**src/rtl/ubt_pkg.sv**
```systemverilog
package ubt_pkg;
   typedef enum logic [1:0] {
      UBT_IDLE  = 2'd0,
      UBT_BAUD  = 2'd1,
      UBT_TIMER = 2'd2
   } ubt_mode_e;

   // bit of the control register that selects timer mode
   localparam int unsigned UBT_CTRL_TMR_BIT = 0;
endpackage

```
**src/rtl/ubt_regs.sv**
```systemverilog
module ubt_regs
   import ubt_pkg::*;
#(
   parameter int unsigned DIV_W  = 16,
   parameter int unsigned REG_W  = 8,
   parameter int unsigned ADDR_W = 2
) (
   input  logic              clk,
   input  logic              rst_n,
   input  logic              wr_en,
   input  logic [ADDR_W-1:0] wr_addr,
   input  logic [REG_W-1:0]  wr_data,
   input  logic              uart_on,
   output logic [DIV_W-1:0]  div_q,
   output logic [DIV_W-1:0]  div_next,
   output logic              restart,
   output logic              tmr_mode
);
   timeunit 1ns;
   timeprecision 1ps;

   localparam int unsigned NB        = DIV_W / REG_W;
   localparam int unsigned CTRL_ADDR = NB;

   logic [NB-1:0] hit;

   genvar b;
   generate
      for (b = 0; b < NB; b++) begin : g_byte
         logic [REG_W-1:0] byte_q;

         assign hit[b] = wr_en && !uart_on && (wr_addr == ADDR_W'(b));

         always_ff @(posedge clk or negedge rst_n) begin
            if (!rst_n)
               byte_q <= '0;
            else if (hit[b])
               byte_q <= wr_data;
         end

         assign div_q[b*REG_W +: REG_W]    = byte_q;
         assign div_next[b*REG_W +: REG_W] = hit[b] ? wr_data : byte_q;
      end
   endgenerate

   assign restart = |hit;

   always_ff @(posedge clk or negedge rst_n) begin
      if (!rst_n)
         tmr_mode <= 1'b0;
      else if (wr_en && (wr_addr == ADDR_W'(CTRL_ADDR)))
         tmr_mode <= wr_data[UBT_CTRL_TMR_BIT];
   end

   // the divisor is frozen while the UART is running
   assert_div_frozen_R4: assert property (@(posedge clk) disable iff (!rst_n)
      uart_on |=> $stable(div_q));
endmodule

```
**src/rtl/ubt_count.sv**
```systemverilog
module ubt_count
   import ubt_pkg::*;
#(
   parameter int unsigned DIV_W = 16
) (
   input  logic             clk,
   input  logic             rst_n,
   input  ubt_mode_e        mode,
   input  logic             restart,
   input  logic [DIV_W-1:0] div_next,
   output logic             expire
);
   timeunit 1ns;
   timeprecision 1ps;

   localparam logic [DIV_W-1:0] ONE = DIV_W'(1);

   logic [DIV_W-1:0] cnt_q;
   logic             running;
   logic             at_zero;

   assign running = (mode != UBT_IDLE);
   assign at_zero = (cnt_q == '0);
   assign expire  = running && !restart && at_zero;

   // Counts div-1 down to 0; divisor 0 wraps to all ones, giving 2**DIV_W cycles.
   always_ff @(posedge clk or negedge rst_n) begin
      if (!rst_n)
         cnt_q <= '1;
      else if (!running || restart || at_zero)
         cnt_q <= div_next - ONE;
      else
         cnt_q <= cnt_q - ONE;
   end

   // an accepted divisor write loads the new reload value
   assert_restart_load_R5: assert property (@(posedge clk) disable iff (!rst_n)
      restart |=> (cnt_q == $past(div_next) - ONE));

   // while idle the counter sits at the full reload value
   assert_idle_reload_R3: assert property (@(posedge clk) disable iff (!rst_n)
      (mode == UBT_IDLE) |=> (cnt_q == $past(div_next) - ONE));
endmodule

```
**src/rtl/ubt_events.sv**
```systemverilog
module ubt_events
   import ubt_pkg::*;
#(
   parameter bit REG_TICK = 1'b1
) (
   input  logic      clk,
   input  logic      rst_n,
   input  ubt_mode_e mode,
   input  logic      expire,
   input  logic      irq_clr,
   output logic      baud_tick,
   output logic      irq
);
   timeunit 1ns;
   timeprecision 1ps;

   logic tick_raw;
   logic tmr_hit;
   logic irq_q;

   assign tick_raw = expire && (mode == UBT_BAUD);
   assign tmr_hit  = expire && (mode == UBT_TIMER);

   generate
      if (REG_TICK) begin : g_tick_reg
         logic tick_q;
         always_ff @(posedge clk or negedge rst_n) begin
            if (!rst_n)
               tick_q <= 1'b0;
            else
               tick_q <= tick_raw;
         end
         assign baud_tick = tick_q;

         // a tick follows only a cycle spent in UART mode
         assert_tick_in_baud_R8: assert property (@(posedge clk) disable iff (!rst_n)
            baud_tick |-> ($past(mode) == UBT_BAUD));
      end else begin : g_tick_comb
         assign baud_tick = tick_raw;
      end
   endgenerate

   always_ff @(posedge clk or negedge rst_n) begin
      if (!rst_n)
         irq_q <= 1'b0;
      else if (tmr_hit)
         irq_q <= 1'b1;
      else if (irq_clr)
         irq_q <= 1'b0;
   end

   assign irq = irq_q;

   // the request holds until cleared
   assert_irq_sticky_R7: assert property (@(posedge clk) disable iff (!rst_n)
      (irq_q && !irq_clr) |=> irq_q);

   // a clear outside timer mode always drops the request
   assert_irq_clear_R7: assert property (@(posedge clk) disable iff (!rst_n)
      (irq_clr && (mode != UBT_TIMER)) |=> !irq_q);

   // the request only rises out of timer mode
   assert_irq_source_R6: assert property (@(posedge clk) disable iff (!rst_n)
      $rose(irq_q) |-> ($past(mode) == UBT_TIMER));
endmodule

```
**src/rtl/uart_baud_timer.sv**
```systemverilog
module uart_baud_timer
   import ubt_pkg::*;
#(
   parameter int unsigned DIV_W    = 16,
   parameter int unsigned REG_W    = 8,
   parameter int unsigned ADDR_W   = 2,
   parameter bit          REG_TICK = 1'b1
) (
   input  logic              clk,
   input  logic              rst_n,
   input  logic              wr_en,
   input  logic [ADDR_W-1:0] wr_addr,
   input  logic [REG_W-1:0]  wr_data,
   input  logic              tx_en,
   input  logic              rx_en,
   input  logic              irq_clr,
   output logic              baud_tick,
   output logic              irq
);
   timeunit 1ns;
   timeprecision 1ps;

   localparam int unsigned NB = DIV_W / REG_W;

   generate
      if ((DIV_W % REG_W) != 0 || NB == 0) begin : g_bad_width
         $error("divisor width must be a whole number of register bytes");
      end
      if ((1 << ADDR_W) <= NB) begin : g_bad_addr
         $error("address width too small for divisor bytes plus control");
      end
      if (REG_W <= UBT_CTRL_TMR_BIT) begin : g_bad_ctrl
         $error("register too narrow for the timer-mode bit");
      end
   endgenerate

   logic             uart_on;
   logic [DIV_W-1:0] div_q;
   logic [DIV_W-1:0] div_next;
   logic             restart;
   logic             tmr_mode;
   logic             expire;
   ubt_mode_e        mode;

   assign uart_on = tx_en || rx_en;

   always_comb begin
      if (uart_on)
         mode = UBT_BAUD;
      else if (tmr_mode)
         mode = UBT_TIMER;
      else
         mode = UBT_IDLE;
   end

   ubt_regs #(
      .DIV_W  (DIV_W),
      .REG_W  (REG_W),
      .ADDR_W (ADDR_W)
   ) u_regs (
      .clk      (clk),
      .rst_n    (rst_n),
      .wr_en    (wr_en),
      .wr_addr  (wr_addr),
      .wr_data  (wr_data),
      .uart_on  (uart_on),
      .div_q    (div_q),
      .div_next (div_next),
      .restart  (restart),
      .tmr_mode (tmr_mode)
   );

   ubt_count #(
      .DIV_W (DIV_W)
   ) u_count (
      .clk      (clk),
      .rst_n    (rst_n),
      .mode     (mode),
      .restart  (restart),
      .div_next (div_next),
      .expire   (expire)
   );

   ubt_events #(
      .REG_TICK (REG_TICK)
   ) u_events (
      .clk       (clk),
      .rst_n     (rst_n),
      .mode      (mode),
      .expire    (expire),
      .irq_clr   (irq_clr),
      .baud_tick (baud_tick),
      .irq       (irq)
   );

   // a rising interrupt never coincides with a baud tick
   assert_tick_irq_apart_R6: assert property (@(posedge clk) disable iff (!rst_n)
      (irq && !$past(irq)) |-> !baud_tick);

   // the divisor register is zero from reset until a write
   assert_div_reset_R1: assert property (@(posedge clk) disable iff (!rst_n)
      ($past(!rst_n) && rst_n) |-> (div_q == '0));
endmodule

```
**config.mk**
```make
export PLATFORM = sky130hd
export DESIGN_NAME = uart_baud_timer
export DESIGN_NICKNAME = d
export VERILOG_FILES = /design/src/rtl/ubt_pkg.sv /design/src/rtl/ubt_regs.sv /design/src/rtl/ubt_count.sv /design/src/rtl/ubt_events.sv /design/src/rtl/uart_baud_timer.sv
export SDC_FILE = /design/constraint.sdc
export NUM_CORES = 1
export LEC_CHECK = 0
export CORE_MARGIN = 2
export CORE_UTILIZATION = 40
export DETAILED_ROUTE_END_ITERATION = 12
export GPL_TIMING_DRIVEN = 0
export HOLD_SLACK_MARGIN = 0.15
export MAX_ROUTING_LAYER = met4
export PLACE_DENSITY_LB_ADDON = 0.2
export SETUP_SLACK_MARGIN = 0.3
export SYNTH_ARGS = -nofsm -noshare
export SYNTH_HDL_FRONTEND = slang
export SYNTH_HIERARCHICAL = 1
export SYNTH_SLANG_ARGS = --single-unit
```
**constraint.sdc**
```tcl
create_clock -name clk -period 3.5 [get_ports clk]
set_clock_uncertainty 0.2 [all_clocks]
set_input_delay 0.7 -clock clk [delete_from_list [all_inputs] [get_ports clk]]
set_output_delay 0.7 -clock clk [all_outputs]
set_load 0.01 [all_outputs]
```
* Yosys cells after proc, flatten, opt, wreduce, memory -nomap -nowiden *
Cells that the tools add are included.

cells by class
  add/subtract/negate cells = 2
  equal/unequal tests = 4
  mux-type cells = 7
  reduce and logical (&&, ||, !) cells = 19

operators with widths
  cell                   count
  $sub 16x1->16 const B  2
  $logic_not 16->1       1
  $mux 16                1
  $mux 8                 2
  $logic_and 1x1->1      8
  $eq 2x1->1 const B     2
  $eq 2x2->1 const B     2
  $mux 2                 2
  $reduce_bool 2->1      2
  $logic_not 1->1        3
  $logic_or 1x1->1       3
  $logic_not 2->1        1
  $mux 1                 2
  $reduce_or 2->1        1

word-level totals
  register bits after elaboration = 35
  bits of input ports = 16
  output and inout bits = 2
  logic and storage cells = 38

* Logic depth before layout (Yosys ltp) *
  depth in word-level cells = 10
  gate-level depth with buffers = 13
  gate-level depth less buffers = 11

* Cells and area by module *
The synthesis kept the hierarchy.

by module, submodules not included
  module           instances  cells an instance  area each (um^2)  sequential area each (um^2)
  ubt_count        1          133                1248.7            420.4
  ubt_regs         1          39                 673.1             425.4
  ubt_events       1          6                  78.8              50.0
  uart_baud_timer  1          2                  13.8              0.0

* Least setup slack after synthesis *
OpenSTA, ideal clock, no wires.

  kind = input to register
  start point = in rx_en
  end point = reg u_count.cnt_q[12]
  setup time = 0.075 ns
  arrival = 3.209 ns
  required time = 3.225 ns
  path slack = 0.016 ns
  cell stages on the path = 13
  path buffers = 2
  path through = or2_1 -> nor3b_1 -> o21ba_2 -> o21ai_4 -> buf_6 -> buf_2 -> mux2i_1 -> ha_1 -> o21ai_1 -> nor4_1 -> mux2i_1 -> nor4b_2 -> xnor2_1

on the way
  longest elaborated chain between the ends = 8
  elaborated cells between the ends (all ways) = 15
  those cells by class = 1 x add/sub; 4 x mux; 10 x reduce/logical

ends and longest elaborated chain
  what                              line                   source
  start, declared                   uart_baud_timer.sv:15  input logic rx_en,
  $logic_or 1x1->1 *                uart_baud_timer.sv:45  assign uart_on = tx_en || rx_en;
  $logic_not 1->1 *                 ubt_regs.sv:32         assign hit[b] = wr_en && !uart_on && (wr_addr == ADDR_W'(b));
  $logic_and 1x1->1 *               ubt_regs.sv:32
  $logic_and 1x1->1                 ubt_regs.sv:32
  $reduce_or 2->1 *                 ubt_regs.sv:46         assign restart = |hit;
  via restart                       uart_baud_timer.sv:40  logic restart;
  $logic_or 1x1->1 * (2 in series)  ubt_count.sv:30        else if (!running || restart || at_zero)
  $mux 16 *                         ubt_count.sv:30
  end signal, assigned              ubt_count.sv:31        cnt_q <= div_next - ONE;
  end signal, assigned              ubt_count.sv:33        cnt_q <= cnt_q - ONE;
  end, declared                     ubt_count.sv:18        logic [DIV_W-1:0] cnt_q;

Mark *: on every way through the listed nets, which the timed path passes. The rest lies on a longest branch.
A chain may end at the register's enable or synchronous reset.

* Worst setup path after layout *
  start point = in rx_en
  end point = reg u_count.cnt_q[12]

on the way
  elaborated cells between the ends (all ways) = 15
  those cells by class = 1 x add/sub; 4 x mux; 10 x reduce/logical

RTL lines
  what                            line                   source
  $logic_or 1x1->1                uart_baud_timer.sv:45
  $mux 2                          uart_baud_timer.sv:48  if (uart_on)
  via mode[0]                     uart_baud_timer.sv:43  ubt_mode_e mode;
  $reduce_bool 2->1               ubt_count.sv:22        assign running = (mode != UBT_IDLE);
  $logic_not 1->1                 ubt_count.sv:30
  $logic_or 1x1->1 (2 in series)  ubt_count.sv:30
  $mux 16                         ubt_count.sv:30

The timed path passes the listed nets, and every way through them passes these cells.

==> metrics.csv <==
metric,value,unit
status,completed,
Routed WL per cell,16.9,um
Die Ht,75.0,um
Crit path required time,3530,ps
Worst R2R End,u_count/cnt_q[12],
I/O pins,18,
Max Root-Sink Buffers,2,
endpoints failing hold,0,
worst setup margin,361,ps
Pwr per Cell Area,633,nW/um^2
IO Port Bufs,17,
antenna-violating nets left,0,
Final Util,0.558,
drt drc,0,
Worst-Skew Late Latency,300,ps
nets,236,
H-tree Lvls,2,
type of origin of the critical path,input pin,
largest net degree at the start of global routing,36,
# setup viols final,0,
final wirelength,4850,um
Setup crit end kind,register,
Synth Area per Inst,11.2,um^2
clock root buffer master,clkbuf_8,
Die X,75.0,um
fin cells,287,
CP cell instances,clkdlybuf4s15_1 > or2_4 > nor4b_4 > buf_4 > buf_4 > mux2_4 > mux2i_4 > ha_4 > o21ai_4 > nor4_2 > mux2i_2 > nor4b_4 > xnor2_1,
share of layout cells above drive strength 1,0.418,
"Hold-fix buffers, CTS",0,
vias in the first global route,1576,
"Cell Area, Synth",2010,um^2
row cnt,25,
CP max stage cell,mux2_4,
"commonest non-fill, non-tap cells in the layout","dfrtp_1 (19), buf_4 (16), dfstp_2 (16), nor2_1 (14), nand2_1 (14)",
vias per inst,5.31,
Max Cap Viol,0,
total grt overflow,0,
"Reg clk slew, reported paths",70,ps
syn nets,197,
CP max stage delay,330,ps
CTS tree,yes,
area post-placement,2300,um^2
r2r startpoint,u_count/cnt_q[1],
Worst Path Arrival,3170,ps
slack of the worst reg-to-reg path,430,ps
RSZ-0062 raised after global routing,yes,
"Seq/Total Area, Yosys",0.445,
post-route cell area,2670,um^2
Crit Path Category,in -> reg,
Cells after Synth,180,
maximum vdd drop,443,uV
first-pass GRT wire length,7930,um
"delay-heaviest family, CP",simple AND/OR/NAND/NOR gates,
leak pwr,0.00104,uW
RePlAce Congestion,0.929,
Initial Utilization,0.421,
GRT Resource Usage Total,0.201,
Layout area overhead,32.6,%
"commonest non-fill, non-tap cell in the layout",dfrtp_1,
CP Max Fanout,5,
Yosys reg bits,35,
Fill cells,398,
f_max,319,MHz
dpl cells,264,
Hold Crit Class,in -> async,
min Tclk post-route,3140,ps
final worst path period share,0.897,
Setup WS pre-CTS,-693,ps
"Buf+Inv Stages, Crit Path",3,
Ys Warns,6,
die area,5620,um^2
initial DRC count,80,
DRT Pass-1 Iters,4,
clock sink total,35,
core area,4790,um^2
fin. max-slew vios,0,
detailed-route via count,1525,
antenna cell count,0,
HPWL after DPL,3290,um
Slew headroom,0.442,
worst-case reg-to-reg path depth,12,
number of CTS-inserted buffers,5,
actual slew at the worst max-slew pin,836,ps
"Distinct cells, synth",45,
initial antenna violation count,0,
[worst max path at each step]
stage                from                end  slack [ps]  depth (start not counted)
floorplan           rx_en  u_count/cnt_q[12]         240                         10
global placement    rx_en  u_count/cnt_q[12]        -630                         11
detailed placement  rx_en  u_count/cnt_q[12]        -690                         11
CTS                 rx_en  u_count/cnt_q[12]         310                         14
global route        rx_en  u_count/cnt_q[12]         250                         13
finish              rx_en  u_count/cnt_q[12]         360                         13
[final cells by class]
cell class                      count  area (um^2)  share of cell area
Clock buffer                        6         82.6              0.0309
Buffer                              3         33.8              0.0126
Multi-Input combinational cell    139         1280               0.479
Timing Repair Buffer               32          269               0.101
Clock inverter                      2         16.3             0.00609
Sequential cell                    35          896               0.335
Inverter                            3         11.3             0.00422
Tap cell                           67         83.8              0.0314
[kinds of logic after synthesis]
| logic type | count (synthesis) | share of synthesized area |
|---|---|---|
| compound gates | 23 | 0.0969 |
| xor+xnor | 17 | 0.0739 |
| fa+ha+maj | 1 | 0.00621 |
| buf+inv | 6 | 0.0161 |
| flops | 35 | 0.445 |
| mux | 30 | 0.161 |
| simple gates | 68 | 0.201 |
[metrics by stage]
stage	hold WS, ps	power, uW	TNS [ps]
CTS	294	1650	0
global placement	281	1210	-5100
floorplan	204	1090	0
global route	319	1800	0
finish	286	1690	0
detailed placement	292	1230	-5570
[power by group]
part | switching (uW) | internal, uW
logic | 351 | 315
clock network | 158 | 161
registers | 118 | 589
[metal layers]
layer	vias up	GRT usage	part of all wire
met1	757	0.248	0.46
met3	9	0.0402	0.039
li1	732	-	-
met2	27	0.322	0.48
met4	0	0.0833	0.019
met5	-	-	0
[repair_timing]
action                                  in CTS  in global routing
pin swaps                                    9                  8
endpoints found under the setup margin      13                  5
resized for setup                           24                 16
buffers inserted                            12                  3
[sequential cells by signal, indices dropped and copies added, names as in the netlist]
signal / count
u_events/baud_tick: 1
u_regs/tmr_mode: 1
u_regs/g_byte.byte_q: 16
u_count/cnt_q: 16
u_events/irq: 1
[cell usage after synthesis (all sizes together)]
cell,n,area share
o221ai,1,0.0043
o211a,1,0.0050
o31ai,1,0.0037
o311ai,1,0.013
xnor2,11,0.048
buf,3,0.011
a21oi,3,0.0075
inv,3,0.0056
nand3,2,0.0050
o21ba,1,0.0050
dfstp,16,0.21
mux2,19,0.11
o21ai,7,0.023
xor2,6,0.026
nor2,17,0.032
nand3b,3,0.017
or2b,1,0.0037
and2,1,0.0031
or3,3,0.0093
dfrtp,19,0.24
a211oi,1,0.0037
ha,1,0.0062
nand2b,1,0.0031
nor3,12,0.032
and4bb,1,0.0062
a2111oi,1,0.0075
and3b,1,0.0043
or2,1,0.0031
a22oi,2,0.0075
nor3b,2,0.0075
mux2i,11,0.055
a31oi,1,0.0031
o211ai,1,0.0037
o22ai,1,0.0062
nor4,7,0.029
o21bai,1,0.0037
nor4b,2,0.019
nand2,14,0.026
[worst register-to-register path: cells and delay by family, from the launching register on]
kind            cells  cell delay (ps)
flops               1              390
xor+xnor            1              150
compound gates      2              300
fa+ha+maj           1              180
buf+inv             2              230
simple gates        4             1140
mux                 2              410
(Power assumes the default switching activity.)
